`src/rtl/dbg_entry_pkg.sv`:
```
package dbg_entry_pkg;

    typedef enum logic [2:0] {
        ST_IDLE   = 3'd0,
        ST_PEND   = 3'd1,
        ST_ACTIVE = 3'd2,
        ST_EXIT   = 3'd3,
        ST_STALL  = 3'd4
    } dbg_state_e;

    localparam int unsigned DBG_ADDR_W = 16;
    localparam int unsigned DBG_DATA_W = 8;

    function automatic logic is_debug_state(input dbg_state_e s);
        return (s == ST_ACTIVE) || (s == ST_EXIT);
    endfunction

endpackage

```
`src/rtl/dbg_enable_reg.sv`:
```
module dbg_enable_reg #(
    parameter int unsigned ADDR_W    = 16,
    parameter int unsigned DATA_W    = 8,
    parameter logic [ADDR_W-1:0] STAT_ADDR = 16'hFF01,
    parameter int unsigned EN_BIT    = 7
) (
    input  logic              clk,
    input  logic              rst,
    input  logic              special_mode,
    input  logic              wr_stb,
    input  logic [ADDR_W-1:0] wr_addr,
    input  logic [DATA_W-1:0] wr_data,
    output logic              en_q
);

    logic hit;
    logic unused_data;

    assign hit         = wr_stb && (wr_addr == STAT_ADDR);
    assign unused_data = ^wr_data;

    always_ff @(posedge clk) begin
        if (rst) begin
            en_q <= special_mode;
        end else if (hit) begin
            en_q <= wr_data[EN_BIT];
        end
    end

endmodule

```
`src/rtl/dbg_stall_timer.sv`:
```
module dbg_stall_timer #(
    parameter int unsigned STALL_CYC = 16
) (
    input  logic clk,
    input  logic rst,
    input  logic start,
    input  logic run,
    output logic done
);

    localparam int unsigned CW = (STALL_CYC > 1) ? $clog2(STALL_CYC) : 1;
    localparam logic [CW-1:0] LAST = CW'(STALL_CYC - 1);

    logic [CW-1:0] cnt;

    always_ff @(posedge clk) begin
        if (rst) begin
            cnt <= '0;
        end else if (start) begin
            cnt <= '0;
        end else if (run) begin
            cnt <= cnt + 1'b1;
        end
    end

    assign done = run && (cnt == LAST);

endmodule

```
`src/rtl/dbg_window_dec.sv`:
```
module dbg_window_dec #(
    parameter int unsigned ADDR_W = 16,
    parameter logic [ADDR_W-1:0] WIN_BASE = 16'hFF00,
    parameter logic [ADDR_W-1:0] REG_LAST = 16'hFF06
) (
    input  logic              active,
    input  logic              dbg_access,
    input  logic [ADDR_W-1:0] addr,
    output logic              reg_sel,
    output logic              rom_sel
);

    logic in_page;
    logic in_regs;

    always_comb begin
        in_page = (addr >= WIN_BASE);
        in_regs = in_page && (addr <= REG_LAST);
        reg_sel = active && dbg_access && in_regs;
        rom_sel = active && dbg_access && in_page && !in_regs;
    end

endmodule

```
`src/rtl/dbg_entry_ctrl.sv`:
```
module dbg_entry_ctrl
    import dbg_entry_pkg::*;
#(
    parameter int unsigned ADDR_W    = DBG_ADDR_W,
    parameter int unsigned DATA_W    = DBG_DATA_W,
    parameter int unsigned STALL_CYC = 16,
    parameter int unsigned EN_BIT    = 7,
    parameter logic [ADDR_W-1:0] STAT_ADDR = 16'hFF01,
    parameter logic [ADDR_W-1:0] WIN_BASE  = 16'hFF00,
    parameter logic [ADDR_W-1:0] REG_LAST  = 16'hFF06
) (
    input  logic              clk,
    input  logic              rst,
    input  logic              special_mode,
    input  logic              wr_stb,
    input  logic [ADDR_W-1:0] wr_addr,
    input  logic [DATA_W-1:0] wr_data,
    input  logic              bg_cmd,
    input  logic              go_cmd,
    input  logic              tag_hit,
    input  logic              bgnd_insn,
    input  logic              insn_boundary,
    input  logic              dbg_access,
    input  logic [ADDR_W-1:0] bus_addr,
    output logic              dbg_active,
    output logic              freeze,
    output logic              reg_win_sel,
    output logic              rom_win_sel,
    output logic              busy,
    output logic              resume
);

    dbg_state_e state;
    dbg_state_e state_d;
    logic       en_q;
    logic       stall_start;
    logic       stall_done;

    dbg_enable_reg #(
        .ADDR_W   (ADDR_W),
        .DATA_W   (DATA_W),
        .STAT_ADDR(STAT_ADDR),
        .EN_BIT   (EN_BIT)
    ) u_en (
        .clk         (clk),
        .rst         (rst),
        .special_mode(special_mode),
        .wr_stb      (wr_stb),
        .wr_addr     (wr_addr),
        .wr_data     (wr_data),
        .en_q        (en_q)
    );

    dbg_stall_timer #(
        .STALL_CYC(STALL_CYC)
    ) u_timer (
        .clk  (clk),
        .rst  (rst),
        .start(stall_start),
        .run  (state == ST_STALL),
        .done (stall_done)
    );

    dbg_window_dec #(
        .ADDR_W  (ADDR_W),
        .WIN_BASE(WIN_BASE),
        .REG_LAST(REG_LAST)
    ) u_win (
        .active    (dbg_active),
        .dbg_access(dbg_access),
        .addr      (bus_addr),
        .reg_sel   (reg_win_sel),
        .rom_sel   (rom_win_sel)
    );

    // State register
    always_ff @(posedge clk) begin
        if (rst) begin
            state <= special_mode ? ST_ACTIVE : ST_IDLE;
        end else begin
            state <= state_d;
        end
    end

    // Next-state decision
    always_comb begin
        state_d = state;
        unique case (state)
            ST_IDLE: begin
                if (tag_hit || bgnd_insn) begin
                    state_d = en_q ? ST_ACTIVE : ST_STALL;
                end else if (bg_cmd) begin
                    state_d = en_q ? ST_PEND : ST_STALL;
                end
            end
            ST_PEND: begin
                if (tag_hit || insn_boundary) begin
                    state_d = en_q ? ST_ACTIVE : ST_STALL;
                end
            end
            ST_ACTIVE: begin
                if (go_cmd) begin
                    state_d = ST_EXIT;
                end
            end
            ST_EXIT: begin
                if (insn_boundary) begin
                    state_d = ST_IDLE;
                end
            end
            ST_STALL: begin
                if (stall_done) begin
                    state_d = ST_IDLE;
                end
            end
            default: state_d = ST_IDLE;
        endcase
    end

    // Outputs
    always_comb begin
        stall_start = (state_d == ST_STALL) && (state != ST_STALL);
        dbg_active  = is_debug_state(state);
        freeze      = dbg_active;
        busy        = (state == ST_STALL);
        resume      = busy && stall_done;
    end

endmodule

```
`config.mk`:
```
export PLATFORM = sky130hd
export DESIGN_NAME = dbg_entry_ctrl
export DESIGN_NICKNAME = d
export VERILOG_FILES = /design/src/rtl/dbg_entry_pkg.sv /design/src/rtl/dbg_enable_reg.sv /design/src/rtl/dbg_stall_timer.sv /design/src/rtl/dbg_window_dec.sv /design/src/rtl/dbg_entry_ctrl.sv
export SDC_FILE = /design/constraint.sdc
export NUM_CORES = 1
export LEC_CHECK = 0
export ABC_AREA = 1
export BUFFER_PORTS_ARGS = -buffer_cell sky130_fd_sc_hd__clkbuf_2
export CAP_MARGIN = 25
export CORE_ASPECT_RATIO = 1.4
export CORE_MARGIN = 4
export CORE_UTILIZATION = 33
export CTS_CLUSTER_SIZE = 40
export DETAILED_ROUTE_END_ITERATION = 6
export PLACE_DENSITY = 0.77
export SYNTH_ARGS = -nofsm -noshare
export SYNTH_HDL_FRONTEND = slang
export SYNTH_SLANG_ARGS = --single-unit
```
`constraint.sdc`:
```
create_clock -name clk -period 1.28 [get_ports clk]
set_input_delay 0.064 -clock clk [delete_from_list [all_inputs] [get_ports clk]]
set_output_delay 0.064 -clock clk [all_outputs]
set_load 0.02 [all_outputs]
```
# Word-level counts from Yosys, hierarchy flattened
# Cells that the tools add are included.
# classes
addsub	1
order_cmp	2
eq_ne	8
mux	13
n_reduce_logical	16
# ops
cell	count
two-way mux 3 bit	9
equality test 16 bit, second input constant	1
greater-or-equal comparator 16 bit, second input constant	1
<= comparator 16 bit, second input constant	1
case mux 3 bit (5 select lines)	1
logical AND 1 bit	9
equality test 3 x 2 -> 1 bit, second input constant	2
equality test 3 bit, second input constant	2
adder 4 x 1 -> 4 bit, second input constant	1
equality test 4 bit, second input constant	1
equality test 3 x 1 -> 1 bit, second input constant	1
zero test 3 bit	1
logical OR 1 bit	3
!= test 3 bit, second input constant	1
two-way mux 1 bit	2
two-way mux 2 bit	1
nonzero test 2 bit	1
OR reduction 2 bit	1
zero test 1 bit	1
# totals
reg_bits	8
input_bits	50
out_inout_bits	6
elab_cells	43

# Logic depth before layout (Yosys ltp)
# Gate-level depths: netlist (run 1).
# depth
depth_word	7
ltp_mapped	9
ltp_nobuf	9

# Hierarchy
# From an unflattened synthesis (run 1), not the netlist that was laid out.
# hier_totals
hier_cells	115
hier_area_um2	670.6
# by_module_without_submodules
module	instances	cells_per_inst	area_per_inst_um2	seq_area_each_um2
dbg_entry_ctrl	1	52	275.3	60.1
dbg_stall_timer	1	25	178.9	80.1
dbg_enable_reg	1	19	113.9	30.0
dbg_window_dec	1	19	102.6	0.0

# Least setup slack after synthesis (run 1)
# No wires, ideal clock.
# synth_timing
path_kind	register to output
startpoint	reg state[1]
endpoint	out rom_win_sel
arrival_ns	1.330
t_required_ns	1.216
setup_slack_ns	-0.114
path_stages_with_launch	5
path_buffers	0
cell_sequence	dfxtp_1 > inv_1 > nor2_1 > nand3_1 > a21oi_1
# synth_between
elab_chain_cells	5
elab_cells_between_ends	6
cone_classes	2 x eq/ne; 4 x reduce/logical
# synth_rtl
item	line	source
start, declared	dbg_entry_ctrl.sv:33	dbg_state_e state;
start signal, assigned	dbg_entry_ctrl.sv:79	state <= special_mode ? ST_ACTIVE : ST_IDLE;
start signal, assigned	dbg_entry_ctrl.sv:81	state <= state_d;
equality test 3 x 2 -> 1 bit	dbg_entry_pkg.sv:15	return (s == ST_ACTIVE) || (s == ST_EXIT);
logical OR 1 bit (*)	dbg_entry_pkg.sv:15	
via dbg_active	dbg_entry_ctrl.sv:25	output logic dbg_active,
logical AND 1 bit (*) (3 in series)	dbg_window_dec.sv:20	rom_sel = active && dbg_access && in_page && !in_regs;
end, declared	dbg_entry_ctrl.sv:28	output logic rom_win_sel,
# Mark *: on every way through the listed nets, which the timed path passes. The rest lies on a longest branch.

# Worst setup path after layout (run 1)
# layout_timing
startpoint	reg state[1]
endpoint	out rom_win_sel
# layout_between
elab_chain_cells	5
elab_cells_between_ends	6
cone_classes	2 x eq/ne; 4 x reduce/logical
# layout_rtl
item	line
equality test 3 x 2 -> 1 bit	dbg_entry_pkg.sv:15
logical OR 1 bit (*)	dbg_entry_pkg.sv:15
logical AND 1 bit (*) (3 in series)	dbg_window_dec.sv:20
# Mark *: on every way between the ends. The rest lies on a longest branch, timed or not.

==> impl_metrics.sql, run 1 <==
INSERT INTO impl_metrics (metric_group, metric, value, unit) VALUES
('global_routing', 'wire_length_of_the_first_global_routing_pass', '2740', 'um'),
('timing', 'report.final.setup_viol', '0', ''),
('floorplanning', 'core_area', '0.00176', 'mm^2'),
('detailed_routing', 'drtIter0Drc', '13', ''),
('detailed_routing', 'routedWlPerCell', '9.89', 'um'),
('synthesis', 'number_of_synthesized_flops_with_an_enable_pin', '1', ''),
('floorplanning', 'initial_utilization', '34.6', '%'),
('synthesis', 'post-synth-top-count-cell', 'sky130_fd_sc_hd__nand2_1', ''),
('cts', 'clock_latency', '0.25', 'ns'),
('flow_run', 'max_cap_viol_count', '0', ''),
('floorplanning', 'top_level_ports', '56', ''),
('setup_path', 'critical_path_required', '1.22', 'ns'),
('timing', 'min_tclk_post_route', '1.20', 'ns'),
('cts', 'ctsHoldBuffers', '0', ''),
('cts', 'cts_max_level', '1', ''),
('timing', 'timing_worst_slew_pin_value', '0.260', 'ns'),
('synthesis', 'synth-main-ff-cell', 'sky130_fd_sc_hd__dfxtp_1', ''),
('detailed_routing', 'route.vias.total', '840', ''),
('placement', 'hpwl', '1450', 'um'),
('cts', 'clock-root-buffer', 'sky130_fd_sc_hd__clkbuf_4', ''),
('placement', 'dpl.cell_count', '169', ''),
('global_routing', 'tot_gr_track_use', '13.9', '%'),
('layout', 'layout.cells.non_filler', '176', ''),
('cts', 'cts_tree', 'done', ''),
('placement', 'numPortBuffers', '48', ''),
('power_and_ir_drop', 'power_per_cell_area', '837', 'mW/mm^2'),
('cts', 'clock_sinks', '8', ''),
('floorplanning', 'std_cell_rows', '18', ''),
('synthesis', 'postSynthAreaPerCell', '5.96', 'um^2'),
('synthesis', 'async_flop_share', '0', '%'),
('setup_path', 'timing.critical_path.to_type', 'output port', ''),
('global_routing', 'grt_overflow', '0', ''),
('timing', 'number_of_slew_limit_violations_in_the_final_report', '0', ''),
('synthesis', 'ys_types', '20', ''),
('floorplanning', 'die_height', '58.8', 'um'),
('layout', 'fin_area', '965', 'um^2'),
('detailed_routing', 'remaining_drc_errors', '0', ''),
('placement', 'placement.cell_area', '868', 'um^2'),
('run_status', 'status', 'finished clean', ''),
('detailed_routing', 'drt-pass1-iter-count', '4', ''),
('global_routing', 'vias_in_the_first_global_route', '790', ''),
('synthesis', 'synth_largest_area_cell', 'sky130_fd_sc_hd__dfxtp_1', ''),
('min_path', 'hold_path_class', 'input pin to register', ''),
('detailed_routing', 'routed_wirelength', '1740', 'um'),
('floorplanning', 'floorplan.die_area', '0.00260', 'mm^2'),
('placement', 'routabilityCongestion', '0.759', ''),
('layout', 'share_of_cells_above_drive_strength_1', '47.4', '%'),
('timing', 'fin_crit_sh', '93.7', '%'),
('timing', 'slew_headroom', '82.6', '%'),
('layout', 'number_of_fillers_in_the_final_layout', '189', ''),
('synthesis', 'netlist_area', '608', 'um^2'),
('synthesis', 'synthesis.nets', '153', ''),
('setup_path', 'critical_path.max_fanout', '3', ''),
('layout', 'post_synthesis_to_final_layout_area_growth', '58.6', '%'),
('synthesis', 'synthTopCellsByCount', 'sky130_fd_sc_hd__nand2_1, sky130_fd_sc_hd__nor2_1, sky130_fd_sc_hd__inv_1', ''),
('detailed_routing', 'drtAntennaViolNets', '0', ''),
('synthesis', 'ys_warn_count', '0', ''),
('timing', 'fmaxAchievable', '834', 'MHz'),
('layout', 'finalNetCount', '208', ''),
('setup_path', 'critPathLaunchType', 'register', ''),
('cts', 'cts-root-to-sink-buffers', '2', ''),
('cts', 'clk_transition_reported_paths', '0.06', 'ns'),
('setup_path', 'crit_arrival', '1.14', 'ns'),
('floorplanning', 'die-width', '44.3', 'um'),
('setup_path', 'type_of_the_worst_setup_path', 'register to output port', ''),
('synthesis', 'synth.top_cell.area_share', '23.0', '%'),
('global_routing', 'largest_net_degree_at_the_start_of_global_routing', '7', ''),
('synthesis', 'syn_inst', '102', ''),
('layout', 'diodes', '0', ''),
('power_and_ir_drop', 'peakVddDrop', '0.000533', 'V'),
('synthesis', 'ys_ff_latch', '8', ''),
('timing', 'fin_skew', '0.0124', 'ns'),
('synthesis', 'synth.yosys.seq_area_share', '28.0', '%'),
('synthesis', 'synth_top_area_cells', 'sky130_fd_sc_hd__dfxtp_1, sky130_fd_sc_hd__nand2_1, sky130_fd_sc_hd__nor2_1, sky130_fd_sc_hd__inv_1, sky130_fd_sc_hd__nand4_1', ''),
('global_routing', 'number_of_antenna_violations_at_the_first_check_in_global_routing', '0', ''),
('power_and_ir_drop', 'leakage', '0.000506', 'uW'),
('detailed_routing', 'viasPerCell', '4.77', ''),
('timing', 'finalHoldViolations', '0', ''),
('cts', 'cts_inserted_buffers', '3', '');
[logic make-up (layout without fill, tap and decap cells)]
logic type | after synthesis | after routing | synth area share, %
XOR/XNOR | 3 | 3 | 4.32
AO/OA/AOI/OAI | 9 | 9 | 7.41
flip-flops | 8 | 8 | 28.0
adder cells (fa/ha/maj) | 1 | 1 | 2.06
AND/OR/NAND/NOR | 66 | 66 | 48.4
buffers and inverters | 15 | 69 | 9.88
[state kept, by name, summed over array words and instances, names as in the netlist]
| register | cells |
|---|---|
| u_en.en_q | 1 |
| state | 3 |
| u_timer.cnt | 4 |
[layer usage]
layer  GRT usage (%)  part of all wire [%]  routed length (um)
met1            13.6                    36                 632
met2            26.3                    51                 889
met3            2.45                    12                 201
met4            7.76                  0.98                  17
met5               0                     0                   0
[layout make-up]
type | instances | area (um^2) | area share, %
flip-flops and latches | 8 | 175 | 18.2
inverters | 14 | 52.6 | 5.45
multi-input cells | 79 | 415 | 43.1
repair buffers | 51 | 270 | 28.0
well taps | 20 | 25.0 | 2.59
clock buffers | 4 | 26.3 | 2.72
[timing repair]
| item | in CTS | in global routing |
|---|---|---|
| hold endpoints to repair | 0 | 0 |
| gates resized for setup | 3 | 18 |
| setup buffers | 2 | 1 |
| pin swaps | 1 | 4 |
| setup endpoints to repair | 3 | 8 |
[placed cells by master (no fill, tap or decap), types with 3 or more instances in the layout]
cell type,n
sky130_fd_sc_hd__o21ai_0,4
sky130_fd_sc_hd__a21oi_1,5
sky130_fd_sc_hd__clkbuf_2,45
sky130_fd_sc_hd__inv_1,11
sky130_fd_sc_hd__dfxtp_1,3
sky130_fd_sc_hd__nor2_2,4
sky130_fd_sc_hd__nor2_1,17
sky130_fd_sc_hd__inv_2,3
sky130_fd_sc_hd__dfxtp_2,4
sky130_fd_sc_hd__nand2_1,25
sky130_fd_sc_hd__buf_4,6
sky130_fd_sc_hd__clkbuf_4,3
sky130_fd_sc_hd__nand3_1,4
sky130_fd_sc_hd__nand4_1,5
[worst max-delay path, stage by stage, from the launching register on]
cell and delay [ns]:
sky130_fd_sc_hd__dfxtp_2 0.34, sky130_fd_sc_hd__inv_2 0.06, sky130_fd_sc_hd__nor2_4 0.12, sky130_fd_sc_hd__nand3_2 0.10, sky130_fd_sc_hd__a21oi_1 0.12, sky130_fd_sc_hd__buf_4 0.15
[power breakdown]
part           switching (uW)  total [uW]  internal [uW]
sequential               23.6         304            280
combinational             167         305            137
clock                    80.4         199            119
total                     271         808            536
[per-stage QoR]
| stage | utilization [%] | hold WS (ns) | power [uW] | setup slack (ns) | TNS [ns] |
|---|---|---|---|---|---|
| finish | 54.9 | 0.0121 | 808 | 0.0802 | 0 |
| floorplan | - | 0.133 | 471 | 0.0576 | 0 |
| global placement | 49.4 | 0.291 | 564 | 0.0877 | 0 |
| detailed placement | 49.4 | 0.287 | 572 | 0.0407 | 0 |
| global route | 54.9 | 0.0177 | 877 | -0.00567 | -0.00567 |
| CTS | 52.4 | 0.0173 | 796 | 0.00259 | 0 |
[worst paths after layout]
check | start | end | slack [ns] | cells after the start
setup / recovery | state[1] | rom_win_sel | 0.08 | 5
hold / removal | rst | state[2] | 0.01 | 2
setup reg to reg | u_timer.cnt[1] | u_timer.cnt[1] | 0.15 | 9
hold reg to reg | u_timer.cnt[3] | u_timer.cnt[3] | 0.56 | 2
Power figures use the tool's default switching activity.
==> inputs of run 2 (changes only) <==
RECOVER_POWER = 50   (was not set)
==> run 2 against run 1 <==
- cell area is 0.39% lower
- critical path type unchanged
- clock skew hardly changed
- global-route usage stayed put
- sequential power hardly changed
- die area stayed put
- sequential share of layout area is 0.071 points higher
- register-to-register slack hardly changed
- routed wire length is 0.69% higher
- clock-buffer cell count stayed put
- total power is 0.47% lower
- highest routed layer unchanged
==> impl_metrics.sql, run 2 (synthesis gave the netlist of run 1 again) <==
INSERT INTO impl_metrics (metric_group, metric, value, unit) VALUES
('global_routing', 'tot_gr_track_use', '13.9', '%'),
('detailed_routing', 'drtIter0Drc', '13', ''),
('timing', 'timing_worst_slew_pin_value', '0.263', 'ns'),
('layout', 'largest_register_ff_count', '4', ''),
('global_routing', 'largest_net_degree_at_the_start_of_global_routing', '7', ''),
('global_routing', 'wire_length_of_the_first_global_routing_pass', '2740', 'um'),
('layout', 'fin_area', '961', 'um^2'),
('layout', 'finalNetCount', '208', ''),
('timing', 'number_of_slew_limit_violations_in_the_final_report', '0', ''),
('detailed_routing', 'routed_wirelength', '1750', 'um'),
('layout', 'post_synthesis_to_final_layout_area_growth', '58.0', '%'),
('flow_run', 'max_cap_viol_count', '0', ''),
('detailed_routing', 'routedWlPerCell', '9.96', 'um'),
('setup_path', 'r2r_setup_slack', '0.15', 'ns'),
('layout', 'share_of_cells_above_drive_strength_1', '46.8', '%'),
('placement', 'routabilityCongestion', '0.759', ''),
('timing', 'fin_crit_sh', '94.0', '%'),
('placement', 'placement.cell_area', '868', 'um^2'),
('layout', 'number_of_fillers_in_the_final_layout', '190', ''),
('floorplanning', 'top_level_ports', '56', ''),
('run_status', 'status', 'finished clean', ''),
('timing', 'slew_headroom', '82.5', '%'),
('floorplanning', 'initial_utilization', '34.6', '%'),
('placement', 'numPortBuffers', '48', ''),
('timing', 'finalHoldViolations', '0', ''),
('global_routing', 'vias_in_the_first_global_route', '790', ''),
('cts', 'clock_latency', '0.25', 'ns'),
('cts', 'clock-root-buffer', 'sky130_fd_sc_hd__clkbuf_4', ''),
('detailed_routing', 'drt-pass1-iter-count', '4', ''),
('setup_path', 'worstRegToRegCells', '9', ''),
('power_and_ir_drop', 'peakVddDrop', '0.000499', 'V'),
('min_path', 'hold_path_class', 'input pin to register', ''),
('timing', 'fmaxAchievable', '831', 'MHz'),
('layout', 'diodes', '0', ''),
('power_and_ir_drop', 'total_power', '804', 'uW'),
('global_routing', 'number_of_antenna_violations_at_the_first_check_in_global_routing', '0', ''),
('setup_path', 'crit_arrival', '1.14', 'ns'),
('layout', 'largest-register', 'u_timer.cnt', ''),
('detailed_routing', 'route.vias.total', '842', ''),
('cts', 'cts_inserted_buffers', '3', ''),
('layout', 'layout.cells.non_filler', '176', ''),
('setup_path', 'rr_endpoint', 'u_timer.cnt[1]', ''),
('detailed_routing', 'remaining_drc_errors', '0', ''),
('setup_path', 'critical_path.max_fanout', '3', ''),
('power_and_ir_drop', 'leakage', '0.000502', 'uW'),
('setup_path', 'critical_path_required', '1.22', 'ns'),
('placement', 'dpl.cell_count', '169', ''),
('placement', 'hpwl', '1450', 'um'),
('layout', 'final_common_cell', 'sky130_fd_sc_hd__clkbuf_2', ''),
('timing', 'min_tclk_post_route', '1.20', 'ns'),
('floorplanning', 'std_cell_rows', '18', ''),
('cts', 'clock_sinks', '8', ''),
('floorplanning', 'die_height', '58.8', 'um'),
('timing', 'final.setup.tns', '0', 'ns'),
('setup_path', 'timing.critical_path.to_type', 'output port', ''),
('layout', 'post_layout_utilization_of_the_core', '54.7', '%'),
('setup_path', 'critPathLaunchType', 'register', ''),
('timing', 'fin_skew', '0.0124', 'ns'),
('floorplanning', 'die-width', '44.3', 'um'),
('cts', 'cts_max_level', '1', ''),
('detailed_routing', 'drtAntennaViolNets', '0', ''),
('cts', 'cts_tree', 'done', ''),
('floorplanning', 'core_area', '0.00176', 'mm^2'),
('cts', 'clk_transition_reported_paths', '0.06', 'ns'),
('power_and_ir_drop', 'power_per_cell_area', '837', 'mW/mm^2'),
('global_routing', 'grt_overflow', '0', ''),
('floorplanning', 'floorplan.die_area', '0.00260', 'mm^2'),
('cts', 'ctsHoldBuffers', '0', ''),
('layout', 'most_frequent_cells_in_the_layout', 'sky130_fd_sc_hd__clkbuf_2, sky130_fd_sc_hd__nand2_1, sky130_fd_sc_hd__nor2_1', ''),
('cts', 'cts-root-to-sink-buffers', '2', ''),
('detailed_routing', 'viasPerCell', '4.78', ''),
('layout', 'top_flop_regs', 'u_timer.cnt: 4 flops, state: 3 flops, u_en.en_q: 1 flops', ''),
('setup_path', 'type_of_the_worst_setup_path', 'register to output port', ''),
('setup_path', 'worst_r2r_startpoint', 'u_timer.cnt[1]', ''),
('min_path', 'worstHoldPathCells', '3', ''),
('min_path', 'hold_end', 'state[1]', ''),
('min_path', 'hold_start', 'special_mode', ''),
('timing', 'report.final.setup_viol', '0', '');
[run 2: cell types whose count changed in the layout (fill, tap and decap cells not counted), sizes merged]
| cell | change |
|---|---|
| clkbuf | +1 |
| buf | -1 |
[run 2: stage by stage]
stage | worst slack (ns) | hold slack [ns]
after floorplan | 0.0576 | 0.133
after global placement | 0.0877 | 0.291
after detailed placement | 0.0407 | 0.287
after CTS | 0.00259 | 0.0173
after global routing | -0.00567 | 0.0422
final | 0.0772 | 0.0313
[run 2: worst max path at each step]
stage                    from             end  cells past startpoint
3_3_place_gp   u_timer.cnt[0]  u_timer.cnt[0]                      9
6_report             state[1]     rom_win_sel                      5
2_1_floorplan        state[1]     rom_win_sel                      4
4_1_cts        u_timer.cnt[0]          resume                      4
5_1_grt              state[1]          resume                      4
3_5_place_dp   u_timer.cnt[0]  u_timer.cnt[0]                      9
[run 2: area by class of cell]
class	instances	area (um^2)	area share, %
tap	20	25.0	2.60
inverter	14	52.6	5.47
clock buffer	4	26.3	2.73
sequential	8	175	18.2
multi-input combinational	79	415	43.2
timing repair buffer	51	267	27.7
[run 2: layer usage]
| layer | up-vias | global-route usage [%] | share of wire, % |
|---|---|---|---|
| met5 | - | 0 | 0 |
| met3 | 2 | 2.45 | 11 |
| met4 | 0 | 7.76 | 0.97 |
| met2 | 49 | 26.3 | 52 |
| li1 | 430 | - | - |
| met1 | 361 | 13.6 | 36 |
[run 2: critical path, stage by stage (launching register included)]
cell and delay, ns:
sky130_fd_sc_hd__dfxtp_2 0.34, sky130_fd_sc_hd__inv_2 0.06, sky130_fd_sc_hd__nor2_4 0.12, sky130_fd_sc_hd__nand3_2 0.10, sky130_fd_sc_hd__a21oi_1 0.12, sky130_fd_sc_hd__buf_4 0.15
[run 2: timing repair]
action | CTS | global route
resized for setup | 3 | 18
gates cloned | 0 | 0
buffers inserted | 2 | 1
pin swaps | 1 | 4
endpoints found under the setup margin | 3 | 8
[run 2: power breakdown]
group | switching (uW) | total (uW) | internal (uW)
logic | 168 | 301 | 133
clock network | 80.4 | 199 | 119
registers | 23.8 | 304 | 280
total | 272 | 804 | 532
